--- src/rtl/pchk_pkg.sv ---
package pchk_pkg;

    localparam int BYTE_W = 8;

    // Latched fault state; lamp is kept as its own flop
    typedef struct packed {
        logic lamp;
        logic bad_addr;
        logic io_par;
        logic st_par;
    } fault_t;

    // Bit that gives a byte an odd count of ones
    function automatic logic odd_bit(input logic [BYTE_W-1:0] b);
        return ~^b;
    endfunction

endpackage

--- src/rtl/pchk_parity_gen.sv ---
module pchk_parity_gen
    import pchk_pkg::*;
#(
    parameter int DATA_W = 16,
    localparam int NB = DATA_W / BYTE_W
) (
    input  logic [DATA_W-1:0] data,
    output logic [NB-1:0]     par
);

    for (genvar g = 0; g < NB; g++) begin : g_byte
        assign par[g] = odd_bit(data[g*BYTE_W +: BYTE_W]);
    end

endmodule

--- src/rtl/pchk_parity_chk.sv ---
module pchk_parity_chk
    import pchk_pkg::*;
#(
    parameter int DATA_W = 16,
    localparam int NB = DATA_W / BYTE_W
) (
    input  logic              valid,
    input  logic [DATA_W-1:0] data,
    input  logic [NB-1:0]     par,
    output logic              err
);

    logic [NB-1:0] byte_bad;

    for (genvar g = 0; g < NB; g++) begin : g_byte
        // even count of ones across byte plus its parity is a fault
        assign byte_bad[g] = ~(^{data[g*BYTE_W +: BYTE_W], par[g]});
    end

    assign err = valid & (|byte_bad);

endmodule

--- src/rtl/pchk_addr_chk.sv ---
module pchk_addr_chk #(
    parameter int DEV_AW    = 4,
    parameter int DEV_LIMIT = 12
) (
    input  logic              req,
    input  logic [DEV_AW-1:0] addr,
    output logic              bad
);

    localparam logic [31:0] LIMIT32 = 32'(DEV_LIMIT);

    logic [31:0] addr32;

    assign addr32 = 32'(addr);
    assign bad    = req & (addr32 >= LIMIT32);

endmodule

--- src/rtl/pchk_unit.sv ---
module pchk_unit
    import pchk_pkg::*;
#(
    parameter int DATA_W    = 16,
    parameter int IO_W      = 8,
    parameter int DEV_AW    = 4,
    parameter int DEV_LIMIT = 12,
    localparam int NB    = DATA_W / BYTE_W,
    localparam int BUS_W = DATA_W + NB
) (
    input  logic              clk,
    input  logic              rst_n,
    input  logic [DATA_W-1:0] st_wr_data,
    output logic [BUS_W-1:0]  st_wr_bus,
    input  logic              st_rd_valid,
    input  logic [BUS_W-1:0]  st_rd_bus,
    input  logic              io_in_valid,
    input  logic [IO_W-1:0]   io_in_data,
    input  logic              io_in_par,
    input  logic [IO_W-1:0]   io_out_src,
    output logic [IO_W-1:0]   io_out_pins_n,
    output logic              io_out_par_n,
    input  logic              dev_req,
    input  logic [DEV_AW-1:0] dev_addr,
    input  logic              halt_dis,
    input  logic              err_clr,
    output logic              halt,
    output logic              check_lamp,
    output logic              sts_st_par,
    output logic              sts_io_par,
    output logic              sts_bad_addr
);

    // Storage write path: data low, parity bits above
    logic [NB-1:0] wr_par;

    pchk_parity_gen #(.DATA_W(DATA_W)) u_wr_gen (
        .data (st_wr_data),
        .par  (wr_par)
    );

    assign st_wr_bus = {wr_par, st_wr_data};

    // Storage read check
    logic st_err;

    pchk_parity_chk #(.DATA_W(DATA_W)) u_rd_chk (
        .valid (st_rd_valid),
        .data  (st_rd_bus[DATA_W-1:0]),
        .par   (st_rd_bus[BUS_W-1:DATA_W]),
        .err   (st_err)
    );

    // Inbound I/O check (active-high pins)
    logic io_err;

    pchk_parity_chk #(.DATA_W(IO_W)) u_io_chk (
        .valid (io_in_valid),
        .data  (io_in_data),
        .par   (io_in_par),
        .err   (io_err)
    );

    // Outbound I/O: generate then invert for active-low pins
    logic io_out_par;

    pchk_parity_gen #(.DATA_W(IO_W)) u_io_gen (
        .data (io_out_src),
        .par  (io_out_par)
    );

    assign io_out_pins_n = ~io_out_src;
    assign io_out_par_n  = ~io_out_par;

    // Device address range
    logic addr_err;

    pchk_addr_chk #(.DEV_AW(DEV_AW), .DEV_LIMIT(DEV_LIMIT)) u_addr (
        .req  (dev_req),
        .addr (dev_addr),
        .bad  (addr_err)
    );

    // Fault latch, two-process
    fault_t flt_d, flt_q;

    always_comb begin
        flt_d = flt_q;
        if (err_clr) begin
            flt_d = '0;
        end
        // a new fault takes priority over a clear in the same cycle
        if (st_err)   flt_d.st_par   = 1'b1;
        if (io_err)   flt_d.io_par   = 1'b1;
        if (addr_err) flt_d.bad_addr = 1'b1;
        if (st_err || io_err || addr_err) begin
            flt_d.lamp = 1'b1;
        end
    end

    always_ff @(posedge clk or negedge rst_n) begin
        if (!rst_n) begin
            flt_q <= '0;
        end else begin
            flt_q <= flt_d;
        end
    end

    assign check_lamp   = flt_q.lamp;
    assign sts_st_par   = flt_q.st_par;
    assign sts_io_par   = flt_q.io_par;
    assign sts_bad_addr = flt_q.bad_addr;
    assign halt         = flt_q.lamp & ~halt_dis;

endmodule

--- config.mk ---
export PLATFORM = sky130hd
export DESIGN_NAME = pchk_unit
export DESIGN_NICKNAME = d
export VERILOG_FILES = /design/src/rtl/pchk_pkg.sv /design/src/rtl/pchk_parity_gen.sv /design/src/rtl/pchk_parity_chk.sv /design/src/rtl/pchk_addr_chk.sv /design/src/rtl/pchk_unit.sv
export SDC_FILE = /design/constraint.sdc
export NUM_CORES = 1
export LEC_CHECK = 0
export BUFFER_PORTS_ARGS = -buffer_cell sky130_fd_sc_hd__buf_2
export CORE_ASPECT_RATIO = 1.75
export CORE_MARGIN = 2
export CORE_UTILIZATION = 33
export DETAILED_ROUTE_END_ITERATION = 10
export PLACE_DENSITY = 0.89
export SLEW_MARGIN = 15
export SYNTH_ARGS = -nofsm -noshare
export SYNTH_HDL_FRONTEND = slang
export SYNTH_SLANG_ARGS = --single-unit
--- constraint.sdc ---
create_clock -name clk -period 1.2 [get_ports clk]
set_clock_uncertainty 0.15 [all_clocks]
set_input_delay 0.12 -clock clk [delete_from_list [all_inputs] [get_ports clk]]
set_output_delay 0.12 -clock clk [all_outputs]
set_load 0.01 [all_outputs]
## Word level (Yosys, flattened, before mapping)

Index checks and enable logic that the tools add are counted.

| storage, ports and cells | value |
|---|---|
| bits in registers | 4 |
| input port bits | 62 |

| cells by class | value |
|---|---|
| mux-type cells | 5 |
| bitwise gates (word level) | 10 |
| reduce and logical (&&, ||, !) cells | 13 |
| $lt $le $gt $ge | 1 |

Operators with widths:

| operator | number |
|---|---|
| $reduce_xor 9->1 | 3 |
| $reduce_xnor 8->1 | 3 |
| $not 8->8 | 1 |
| $reduce_bool 2->1 | 4 |
| $not 1->1 | 5 |
| $and 1x1->1 | 4 |
| $ge 4x4->1 const B | 1 |
| $mux 1 | 4 |
| $mux 4 | 1 |
| $logic_or 1x1->1 | 2 |
| $reduce_or 2->1 | 1 |

## Depth between registers and ports, before layout

| depth | value |
|---|---|
| word-level depth | 7 |
| gate-level depth with buffers | 4 |
| depth with buffers taken out | 4 |

## By module

Synthesis repeated with hierarchy kept, for this count alone.

| second synthesis, totals | value |
|---|---|
| cell total of the unflattened synthesis | 81 |
| area total of the unflattened synthesis | 745.7 µm² |

By module, submodules not included:

| module | times used | area an instance (µm²) | cells each |
|---|---|---|---|
| pchk_unit | 1 | 301.5 | 35 |
| pchk_parity_chk (u_rd_chk) | 1 | 157.7 | 15 |
| pchk_parity_gen (u_wr_gen) | 1 | 122.6 | 14 |
| pchk_parity_chk (u_io_chk) | 1 | 96.3 | 9 |
| pchk_parity_gen (u_io_gen) | 1 | 61.3 | 7 |
| pchk_addr_chk | 1 | 6.3 | 1 |

## Worst setup path after synthesis

OpenSTA, ideal clock, no wires.

| timing path | value |
|---|---|
| path type | input to register |
| from | input port st_rd_bus[12] |
| to | register flt_q, in the netlist check_lamp |
| data required time | 0.980 ns |
| buffers on the path | 0 |
| stages on the path | 4 |
| data arrival time | 1.045 ns |
| slack | -0.065 ns |
| setup time | 0.070 ns |
| cell sequence | xor2_1 xnor3_1 mux2_4 nand4_2 |

| between the ends | value |
|---|---|
| cells in the longest elaborated chain, start to end | 7 |
| elaborated cells between the ends (all ways) | 8 |
| classes of those cells | 1 x mux; 2 x bitwise; 5 x reduce/logical |

Ends and longest elaborated chain:

| element | RTL line | text |
|---|---|---|
| start, declared | pchk_unit.sv:16 | `input logic [BUS_W-1:0] st_rd_bus,` |
| $reduce_xor 9->1 * | pchk_parity_chk.sv:17 | `assign byte_bad[g] = ~(^{data[g*BYTE_W +: BYTE_W], par[g]});` |
| $not 1->1 * | pchk_parity_chk.sv:17 |  |
| $reduce_or 2->1 * | pchk_parity_chk.sv:20 | `assign err = valid & (\|byte_bad);` |
| $and 1x1->1 * | pchk_parity_chk.sv:20 |  |
| $logic_or 1x1->1 * (2 in a row) | pchk_unit.sv:96 | `if (st_err \|\| io_err \|\| addr_err) begin` |
| $mux 1 or $reduce_bool 2->1 (tied branches) | - |  |
| end signal, assigned | pchk_unit.sv:105 | `flt_q <= flt_d;` |
| end, declared | pchk_unit.sv:85 | `fault_t flt_d, flt_q;` |

Every way passes the cells marked *; elsewhere a longest branch is shown, timed or not.
A chain may end at the register's enable or synchronous reset.

## Final worst setup path

| timing path | value |
|---|---|
| from | input port st_rd_bus[15] |
| to | register flt_q, in the netlist check_lamp |

Same word-level chain as after synthesis.

==> impl_metrics.toml <==
[place]
gp_congestion = 0.747
place_inst = 184
place_ws_ns = -0.294
hpwl_um = 1900
numPortBuffers = 91

[timing]
finalSetupViolCount = 2
tns_ns = -0.0687
timing.fmax_ghz = 0.801
worstMarginPinSlew_ns = 0.392
fin_crit_sh_pct = 104
layout_setup_ws_ns = -0.0491
slew_violations = 0
hold_viol = 0
rsz0062_at_grt = "yes"
fin_crit_ns = 1.25
slew-limit-headroom_pct = 73.9

[worst_setup_path]
worst-path-buf-inv = 1
path_cells = "buf_6 -> xnor2_2 -> xnor3_1 -> mux2_4 -> nand4_4"
cp_data_required_time_ns = 1.19
critPathMaxStageDelay_ns = 0.45
crit_family = "XOR/XNOR gates"
arrival_ns = 1.24
crit_type = "in2reg"
slowest_stage = "xnor3_1"
startpoint_type = "input pin"
crit_path_end_kind = "flop"
cp_max_fo = 2

[finish]
area_growth_syn_to_layout_pct = 72.8
drive_gt1_share_pct = 68.9
diodes = 0
layout.nets = 228
nFillCells = 183
stdcell_count = 189

[synthesis]
synth.largest_area_cell = "xnor2_1"
yosysTopAreaCellShare_pct = 28.8
netlist_area_um2 = 792
synth.ff_latch_count = 4
seq_area_frac_synth_pct = 12.6
synthTopCellsByArea = "xnor2_1, buf_4, dfrtp_1"
avgSynthCellArea_um2 = 9.54
syn_inst = 83
ys_warn_count = 0
synth_cell_types = 17
syn_nets = 145

[pwr]
peakVddDrop_uv = 445
power_density_nw_per_um2 = 901
power.leakage_nw = 0.794

[clocking]
cts_sinks = 4
clkTransAtPathRegs_ns = 0.03
post_cts_buffers = 0
root_buffer = "clkbuf_8"
h-tree-depth = 1
ctsLongestPathBuffers = 2
numCtsBuffers = 3
worst_skew_pair.late_latency_ns = 0.21
cts_tree = "built"

[routing]
vias = 832
route.detailed.drc = 0
drt_wl_total_um = 2140
postRouteAntennaNets = 0
drt_first_pass_iters = 2
via_per_inst = 4.40
wl_per_cell_um = 11.3
first_iter_violations = 3

[job]
drv_cap = 0

[global_routing]
grt_pass1_wl_um = 2850
gr-total-overflow = 0
track_usage_pct = 15.2
grt_pass1_vias = 806
antenna_found_initial = 0
grt_max_degree = 5

[outcome]
status = "finished with violations"
violations = "setup timing"

[floorplan]
die_w_um = 41.0
ios = 94
core_um2 = 2270
die-height_um = 68.8
die-area_um2 = 2820
initial_core_util_pct = 34.8
row_count = 23

[min_path]
hold_class = "in2reg"
[area by class of cell]
type	count	area (um2)	area share [%]
clock buffer	3	41.3	3.02
multi-input combinational	52	634	46.3
inverter	11	41.3	3.02
timing repair buffer	94	520	38.0
tap	25	31.3	2.29
sequential	4	100	7.31
[power breakdown]
part           internal, W  leakage, nW  total (W)  switching (W)
combinational     0.000443        0.726   0.000770       0.000327
sequential        0.000170       0.0464   0.000192      0.0000226
clock             0.000213       0.0216   0.000271      0.0000586
[state kept, by name, indices dropped and copies added, names as in the netlist]
signal,count
check_lamp,1
sts_bad_addr,1
sts_io_par,1
sts_st_par,1
[synth_stat cells]
library cell and number:
xnor2_1 26, buf_4 16, inv_1 11, dfrtp_1 4, nand2_1 4, xnor3_1 4, xor2_1 4, mux2_4 3
nand2b_1 2, xor3_1 2, a32o_1 1, a32oi_1 1, nand3_1 1, nand4_2 1, nor2b_1 1, o21ai_2 1
or2_1 1
[timing repair]
item                                    CTS  global route
hold buffers                              2             0
gates resized for setup                   9             9
hold endpoints to repair                  5             0
pin swaps                                 7            10
cloned                                    0             0
endpoints found under the setup margin    3             5
[logic make-up after synthesis]
| logic type | count (synthesis) | synth area share, % |
|---|---|---|
| buf+inv | 27 | 20.4 |
| simple gates | 10 | 7.27 |
| mux | 3 | 5.69 |
| compound gates | 3 | 3.48 |
| flops | 4 | 12.6 |
| xor+xnor | 36 | 50.6 |
[worst register-to-register path, delay by kind of cell, from the launching register on]
family	cells	cell delay [ns]
AND/OR/NAND/NOR	1	0.12
flip-flops	1	0.39
AO/OA/AOI/OAI	1	0.34
[placed cells by master (no fill, tap or decap), types with 2 or more instances in the layout]
cell type and n:
buf_2 85, buf_6 6, clkbuf_8 3, dfrtp_1 4, dlygate4sd3_1 2, inv_1 11
mux2_4 3, nand2_1 4, nand2b_1 2, xnor2_1 15, xnor2_2 11, xnor3_1 4
xor2_1 3, xor3_1 2
[path summary, 6_finish.rpt]
path,start,end,slack (ns),cells after the start
max in group asynchronous,rst_n,sts_io_par$_DFFE_PN0P_,0.67,2
worst max register to register,check_lamp$_DFFE_PN0P_,check_lamp$_DFFE_PN0P_,0.06,2
worst max-delay path,st_rd_bus[15],check_lamp$_DFFE_PN0P_,-0.05,5
min in group asynchronous,rst_n,sts_st_par$_DFFE_PN0P_,0.10,2
worst min register to register,sts_bad_addr$_DFFE_PN0P_,sts_bad_addr$_DFFE_PN0P_,0.35,1
worst min-delay path,dev_addr[2],sts_bad_addr$_DFFE_PN0P_,0.03,2
[per-stage QoR]
stage | area, um2 | hold WS (ns) | util [%] | total power (W)
6_report | 1370 | 0.0275 | 60.2 | 0.00123
5_1_grt | 1370 | 0.0402 | 60.2 | 0.00132
4_1_cts | 1310 | 0.0322 | 57.4 | 0.00122
3_5_place_dp | 1180 | -0.218 | 52.0 | 0.000899
3_3_place_gp | 1180 | -0.221 | 52.0 | 0.000876
2_1_floorplan | 807 | -0.326 | - | 0.000643
[per-layer routing]
metal / wire length, um / GRT usage (%) / up-vias
met2: 1210 / 33.4 / 77
li1: - / - / 407
met5: 0 / 0 / -
met3: 329 / 3.85 / 0
met1: 605 / 9.88 / 348
met4: 0 / 5.00 / 0
No activity file was read; power rests on OpenSTA's default activity.
